<file path="config.mk">
export PLATFORM = sky130hd
export DESIGN_NAME = maj_stream_keygen
export DESIGN_NICKNAME = d
export VERILOG_FILES = /design/src/rtl/msk_pkg.sv /design/src/rtl/msk_lfsr.sv /design/src/rtl/msk_clock_vote.sv /design/src/rtl/msk_sequencer.sv /design/src/rtl/maj_stream_keygen.sv
export SDC_FILE = /design/constraint.sdc
export NUM_CORES = 1
export LEC_CHECK = 0
export CAP_MARGIN = 20
export CORE_MARGIN = 2
export CORE_UTILIZATION = 50
export CTS_BUF_LIST = sky130_fd_sc_hd__clkbuf_16
export DETAILED_ROUTE_END_ITERATION = 12
export GPL_ROUTABILITY_DRIVEN = 1
export HOLD_SLACK_MARGIN = 0.03
export PLACE_DENSITY = 0.82
export SYNTH_ARGS = -nofsm -noshare
export SYNTH_HDL_FRONTEND = slang
export SYNTH_HIERARCHICAL = 1
export SYNTH_SLANG_ARGS = --single-unit
</file>
<file path="constraint.sdc">
create_clock -name clk -period 3.1 [get_ports clk]
set_input_delay 0.62 -clock clk [delete_from_list [all_inputs] [get_ports clk]]
set_output_delay 0.62 -clock clk [all_outputs]
set_load 0.005 [all_outputs]
</file>
<file path="src/rtl/msk_pkg.sv">
package msk_pkg;
   typedef enum logic [1:0] {
      PH_IDLE = 2'd0,
      PH_LOAD = 2'd1,
      PH_WARM = 2'd2,
      PH_EMIT = 2'd3
   } msk_phase_e;
endpackage

</file>
<file path="src/rtl/msk_lfsr.sv">
module msk_lfsr #(
   parameter int unsigned LEN      = 19,
   parameter logic [31:0] TAP_MASK = 32'h0007_2000,
   parameter int unsigned CLK_POS  = 8
) (
   input  logic clk,
   input  logic rst,
   input  logic clear,
   input  logic step,
   input  logic inject,
   output logic msb,
   output logic ckbit
);
   if (LEN < 3 || LEN > 32) begin : g_bad_len
      $error("msk_lfsr: LEN out of range");
   end
   if (CLK_POS >= LEN) begin : g_bad_ck
      $error("msk_lfsr: CLK_POS beyond register");
   end

   localparam logic [LEN-1:0] TAPS = TAP_MASK[LEN-1:0];

   logic [LEN-1:0] r_q;
   logic           fb;

   assign fb    = ^(r_q & TAPS);
   assign msb   = r_q[LEN-1];
   assign ckbit = r_q[CLK_POS];

   always_ff @(posedge clk) begin
      if (rst || clear) begin
         r_q <= '0;
      end else if (step) begin
         r_q <= {r_q[LEN-2:0], fb ^ inject};
      end
   end
endmodule

</file>
<file path="src/rtl/msk_clock_vote.sv">
module msk_clock_vote #(
   parameter int unsigned N = 3
) (
   input  logic [N-1:0] ck,
   input  logic         active,
   input  logic         regular,
   output logic [N-1:0] step
);
   if (N % 2 == 0) begin : g_bad_n
      $error("msk_clock_vote: N must be odd");
   end

   localparam int unsigned CW   = $clog2(N + 1);
   localparam int unsigned HALF = N / 2;

   logic [CW-1:0] ones;
   logic          maj;

   always_comb begin
      ones = '0;
      for (int i = 0; i < N; i++) begin
         ones = ones + CW'(ck[i]);
      end
      maj = (ones > CW'(HALF));
   end

   for (genvar g = 0; g < N; g++) begin : g_step
      assign step[g] = active & (regular | (ck[g] == maj));
   end
endmodule

</file>
<file path="src/rtl/msk_sequencer.sv">
module msk_sequencer
   import msk_pkg::*;
#(
   parameter int unsigned KEY_W    = 64,
   parameter int unsigned FRM_W    = 22,
   parameter int unsigned WARM_CYC = 100,
   parameter int unsigned BURST    = 228
) (
   input  logic             clk,
   input  logic             rst,
   input  logic             start,
   input  logic             en,
   input  logic [KEY_W-1:0] key,
   input  logic [FRM_W-1:0] frame,
   output msk_phase_e       phase,
   output logic             active,
   output logic             regular,
   output logic             inject,
   output logic             emit_step
);
   localparam int unsigned LOAD_N = KEY_W + FRM_W;
   localparam int unsigned MAX_N  = (LOAD_N > WARM_CYC) ?
                                    ((LOAD_N > BURST) ? LOAD_N : BURST) :
                                    ((WARM_CYC > BURST) ? WARM_CYC : BURST);
   localparam int unsigned CNT_W  = $clog2(MAX_N + 1);

   if (WARM_CYC < 1 || BURST < 1) begin : g_bad_len
      $error("msk_sequencer: WARM_CYC and BURST must be at least 1");
   end

   logic [LOAD_N-1:0] sr_q;
   logic [CNT_W-1:0]  cnt_q;
   msk_phase_e        ph_q;

   always_ff @(posedge clk) begin
      if (rst) begin
         ph_q  <= PH_IDLE;
         cnt_q <= '0;
         sr_q  <= '0;
      end else if (start) begin
         ph_q  <= PH_LOAD;
         cnt_q <= '0;
         sr_q  <= {frame, key};
      end else if (en) begin
         case (ph_q)
            PH_LOAD: begin
               sr_q <= sr_q >> 1;
               if (cnt_q == CNT_W'(LOAD_N - 1)) begin
                  ph_q  <= PH_WARM;
                  cnt_q <= '0;
               end else begin
                  cnt_q <= cnt_q + 1'b1;
               end
            end
            PH_WARM: begin
               if (cnt_q == CNT_W'(WARM_CYC - 1)) begin
                  ph_q  <= PH_EMIT;
                  cnt_q <= '0;
               end else begin
                  cnt_q <= cnt_q + 1'b1;
               end
            end
            PH_EMIT: begin
               if (cnt_q == CNT_W'(BURST - 1)) begin
                  ph_q  <= PH_IDLE;
                  cnt_q <= '0;
               end else begin
                  cnt_q <= cnt_q + 1'b1;
               end
            end
            default: ;
         endcase
      end
   end

   assign phase     = ph_q;
   assign active    = en & ~start & (ph_q != PH_IDLE);
   assign regular   = (ph_q == PH_LOAD);
   assign inject    = (ph_q == PH_LOAD) & sr_q[0];
   assign emit_step = active & (ph_q == PH_EMIT);
endmodule

</file>
<file path="src/rtl/maj_stream_keygen.sv">
module maj_stream_keygen
   import msk_pkg::*;
#(
   parameter int unsigned KEY_W    = 64,
   parameter int unsigned FRM_W    = 22,
   parameter int unsigned WARM_CYC = 100,
   parameter int unsigned BURST    = 228,
   parameter int unsigned LEN_A    = 19,
   parameter int unsigned LEN_B    = 22,
   parameter int unsigned LEN_C    = 23,
   parameter logic [31:0] TAPS_A   = 32'h0007_2000,
   parameter logic [31:0] TAPS_B   = 32'h0030_0000,
   parameter logic [31:0] TAPS_C   = 32'h0070_0080,
   parameter int unsigned CKP_A    = 8,
   parameter int unsigned CKP_B    = 10,
   parameter int unsigned CKP_C    = 10
) (
   input  logic             clk,
   input  logic             rst,
   input  logic             start,
   input  logic             en,
   input  logic [KEY_W-1:0] key,
   input  logic [FRM_W-1:0] frame,
   input  logic             pt_bit,
   output logic             ks_bit,
   output logic             ks_valid,
   output logic             ct_bit,
   output logic             busy
);
   localparam int unsigned NREG = 3;
   localparam int unsigned LENS [NREG] = '{LEN_A, LEN_B, LEN_C};
   localparam logic [31:0] TAPS [NREG] = '{TAPS_A, TAPS_B, TAPS_C};
   localparam int unsigned CKPS [NREG] = '{CKP_A, CKP_B, CKP_C};

   msk_phase_e      phase_w;
   logic            active_w;
   logic            regular_w;
   logic            inject_w;
   logic            emit_w;
   logic [NREG-1:0] step_w;
   logic [NREG-1:0] ck_w;
   logic [NREG-1:0] msb_w;
   logic            valid_q;

   msk_sequencer #(
      .KEY_W(KEY_W), .FRM_W(FRM_W), .WARM_CYC(WARM_CYC), .BURST(BURST)
   ) u_seq (
      .clk(clk), .rst(rst), .start(start), .en(en), .key(key), .frame(frame),
      .phase(phase_w), .active(active_w), .regular(regular_w),
      .inject(inject_w), .emit_step(emit_w)
   );

   msk_clock_vote #(.N(NREG)) u_vote (
      .ck(ck_w), .active(active_w), .regular(regular_w), .step(step_w)
   );

   for (genvar g = 0; g < NREG; g++) begin : g_reg
      msk_lfsr #(
         .LEN(LENS[g]), .TAP_MASK(TAPS[g]), .CLK_POS(CKPS[g])
      ) u_lfsr (
         .clk(clk), .rst(rst), .clear(start), .step(step_w[g]),
         .inject(inject_w), .msb(msb_w[g]), .ckbit(ck_w[g])
      );
   end

   always_ff @(posedge clk) begin
      if (rst || start) begin
         valid_q <= 1'b0;
      end else begin
         valid_q <= emit_w;
      end
   end

   assign ks_valid = valid_q;
   assign ks_bit   = valid_q & (^msb_w);
   assign ct_bit   = ks_bit ^ (pt_bit & valid_q);
   assign busy     = (phase_w != PH_IDLE);
endmodule

</file>
==> summary.txt <==
Min path
  – Hold Path Class: reg -> reg

STA
  – Slew of the pin with the lowest slew margin: 0.6043 ns
  – Final worst-path cycle share: 0.8376
  – Clock Skews: 0.005510 ns
  – Unrepaired setup endpoints after global routing: false
  – Setup Viol. Count Final: 0
  – Fmax: 385.1 MHz
  – Clock period minus worst slack: 2.597 ns
  – Max-Slew Margin vs Limit: 0.5971
  – Hold Vio Cnt, Final: 0
  – Slew Viols, Final: 0
  – Post-route setup TNS: 0 ns

Synth
  – Post-synth EDFFs: 0
  – Ranking of synthesized cells by area: dfxtp_1, mux2i_1, mux2_2, nor2_1, xor2_1
  – Syn Nets: 768
  – Synth top area share: 0.4515
  – Post-synth ARST share: 0
  – Synth warnings: 6
  – Cells after synthesis: 674
  – Synthesized cell area: 0.007138 sq mm
  – Commonest register cell after synthesis: dfxtp_1
  – Yosys reg bits: 161
  – Synth Area per Inst: 10.59 sq um
  – Synth area leader: dfxtp_1
  – Synth cell types: 44
  – Seq/Total Area, Yosys: 0.4515

Clocking
  – Post-cts resize count: 0
  – Clock Pin Slew Worst Setup and Hold Paths: 0.06 ns
  – Post-CTS Hold Buffers: 0
  – H-tree Lvls: 4
  – Post-CTS Setup Bufs: 0
  – Sink Count: 161
  – Clock latency on the worst-skew pair: 0.41 ns
  – Clock Path Buffers: 2
  – CTS tree: built
  – CTS Buf Count: 17
  – Clock root cell: clkbuf_16

Place
  – GP Congestion: 0.7684
  – # port buffers: 94
  – Post-DP HPWL: 9066 um

Final layout
  – Syn-to-layout area delta: 21.05%
  – Most frequent cells in the layout: nor2_1, dfxtp_1, mux2i_1
  – Fraction of final layout cells sized beyond drive strength 1: 0.1715
  – Layout Utilization: 0.6201
  – Most common cell after layout, fill and taps aside: nor2_1
  – Ant. Diodes: 0
  – Nets: 847

Flow run
  – Max Cap Viol: 0

Floorplan
  – Ports: 95
  – Die Area: 0.01525 sq mm
  – Core area: 0.01393 sq mm
  – Die width: 123.5 um
  – Initial Utilization: 0.5123
  – Cell Rows: 43
  – Die Height: 123.5 um

Drt
  – Remaining DRCs: 0
  – Final WL: 13,450 um
  – Final ANT Viol Nets: 0
  – Pre-antenna DRT Iters: 4
  – DR WL met2: 6739 um
  – Vias: 4,895
  – Met1 WL: 5552 um
  – DRT iter0 DRCs: 274
  – Wirelength per Cell: 14.24 um
  – Met3 WL: 1029 um
  – Top layer in use: met4
  – Vias per std cell: 5.185

Global route
  – GRT Overall Usage: 0.1835
  – Pin count of the biggest net entering global routing: 69
  – Total grt overflow: 0
  – Initial antenna violation count: 0
  – Vias in the first global route: 5,006
  – First-pass GRT wire length: 22,090 um

Run status
  – Run status: finished, final reports clean

Power and ir drop
  – Power Density: 509.4 mW/mm^2
  – Peak VDD IR: 0.4093 mV
  – Static leakage: 3.523 nW

Setup path
  – Slowest-stage cell, CP: clkdlybuf4s50_1
  – R2R Setup Slk: 1.03 ns
  – Setup crit end kind: primary output
  – Worst path depth: 5
  – Critical Path Source: pt_bit
  – CP endpoint: ct_bit
  – Critical path's top delay family: buffers and inverters
  – Worst-path cell chain: clkdlybuf4s50_1 -> xnor2_1 -> xnor2_1 -> and2_1 -> clkdlybuf4s50_1
  – Worst R2R Path Depth: 6
  – Crit Reg-Reg Startpoint: u_seq/phase[0]
  – Critical path class: in -> out
  – Max stage delay on crit path: 0.49 ns
  – CP Max Fanout: 1
  – Worst R2R End: g_reg[2].u_lfsr/r_q[19]
  – Crit path launch type: primary input
  – Buffers & Inverters on Critical Path: 2
  – Crit path DAT: 1.98 ns
  – Critical Path RT: 2.48 ns
==> cells by family after synthesis <==
| group | after synthesis | share of synthesized area |
|---|---|---|
| flops | 161 | 0.4515 |
| simple gates | 197 | 0.1185 |
| fa+ha+maj | 3 | 0.005259 |
| xor+xnor | 19 | 0.03032 |
| buf+inv | 49 | 0.03681 |
| mux | 233 | 0.3416 |
| compound gates | 12 | 0.01595 |
==> layout make-up <==
cell class | instances | area, sq um
clock buffer | 17 | 425.4
fill | 1129 | 5294
sequential | 161 | 3223
inverter | 4 | 15.01
multi-input combinational | 464 | 3652
clock inverter | 13 | 58.81
tap | 180 | 225.2
timing repair buffer | 105 | 1041
==> worst register-to-register path, stage by stage, from the launching register on <==
cell     delay [ns]
dfxtp_1        0.51
o21a_1         0.30
nor2b_1        0.25
o21a_1         0.21
buf_4          0.36
mux2i_1        0.27
nor2_1         0.06
==> sequential cells by signal (all words and copies together), names as in the netlist <==
| register | flops |
|---|---|
| u_seq/cnt_q | 8 |
| g.u_lfsr/r_q | 64 |
| ks_valid | 1 |
| u_seq/sr_q | 86 |
| u_seq/phase | 2 |
==> power breakdown <==
group / internal [mW] / total (mW) / switching, mW
combinational: 0.275 / 0.465 / 0.190
clock: 0.984 / 1.76 / 0.775
sequential: 2.14 / 2.18 / 0.0354
==> how the worst min path moves through the flow <==
stage | from | endpoint | slack, ns | cells past startpoint
final | g_reg[1].u_lfsr/r_q[18] | g_reg[1].u_lfsr/r_q[18] | 0.49 | 2
after global routing | g_reg[0].u_lfsr/r_q[6] | g_reg[0].u_lfsr/r_q[7] | 0.52 | 2
after CTS | g_reg[1].u_lfsr/r_q[18] | g_reg[1].u_lfsr/r_q[18] | 0.50 | 2
after detailed placement | u_seq/sr_q[85] | u_seq/sr_q[85] | 0.48 | 2
after global placement | g_reg[1].u_lfsr/r_q[15] | g_reg[1].u_lfsr/r_q[15] | 0.47 | 2
after floorplan | g_reg[0].u_lfsr/r_q[10] | g_reg[0].u_lfsr/r_q[10] | 0.46 | 2
==> through the flow <==
| stage | power [mW] | cell area (sq um) | setup slack, ns | instances | hold slack [ns] |
|---|---|---|---|---|---|
| 5_1_grt | 4.591 | 8641 | 0.4372 | 944 | 0.5188 |
| 3_5_place_dp | 2.690 | 8157 | 0.4069 | 914 | 0.4803 |
| 3_3_place_gp | 2.666 | 8157 | 0.4774 | 914 | 0.4724 |
| 4_1_cts | 4.444 | 8641 | 0.4856 | 944 | 0.4984 |
| 6_report | 4.402 | 8641 | 0.5034 | 944 | 0.4950 |
| 2_1_floorplan | 2.520 | 7138 | 0.8684 | 674 | 0.4601 |
==> cells in the mapped netlist (2+ instances only) <==
| cell type | instances |
|---|---|
| nor2_1 | 162 |
| dfxtp_1 | 161 |
| mux2i_1 | 148 |
| mux2_2 | 85 |
| buf_2 | 18 |
| clkbuf_1 | 15 |
| xor2_1 | 11 |
| buf_4 | 7 |
| nand4_1 | 6 |
| buf_6 | 4 |
| inv_1 | 4 |
| nand2_1 | 4 |
| o21a_1 | 4 |
| xnor2_1 | 4 |
| ha_1 | 3 |
| and2_1 | 2 |
| nand2b_1 | 2 |
| nand3_1 | 2 |
| nand3b_1 | 2 |
| nor2b_1 | 2 |
| o211ai_2 | 2 |
| or2_0 | 2 |
| or3_1 | 2 |
| xnor3_1 | 2 |
==> routing by layer <==
layer	global-route usage	vias to the layer above
li1	-	2460
met1	0.1968	2339
met2	0.3197	85
met3	0.08487	11
met4	0.05824	0
met5	0	-
Power figures use the tool's default switching activity.
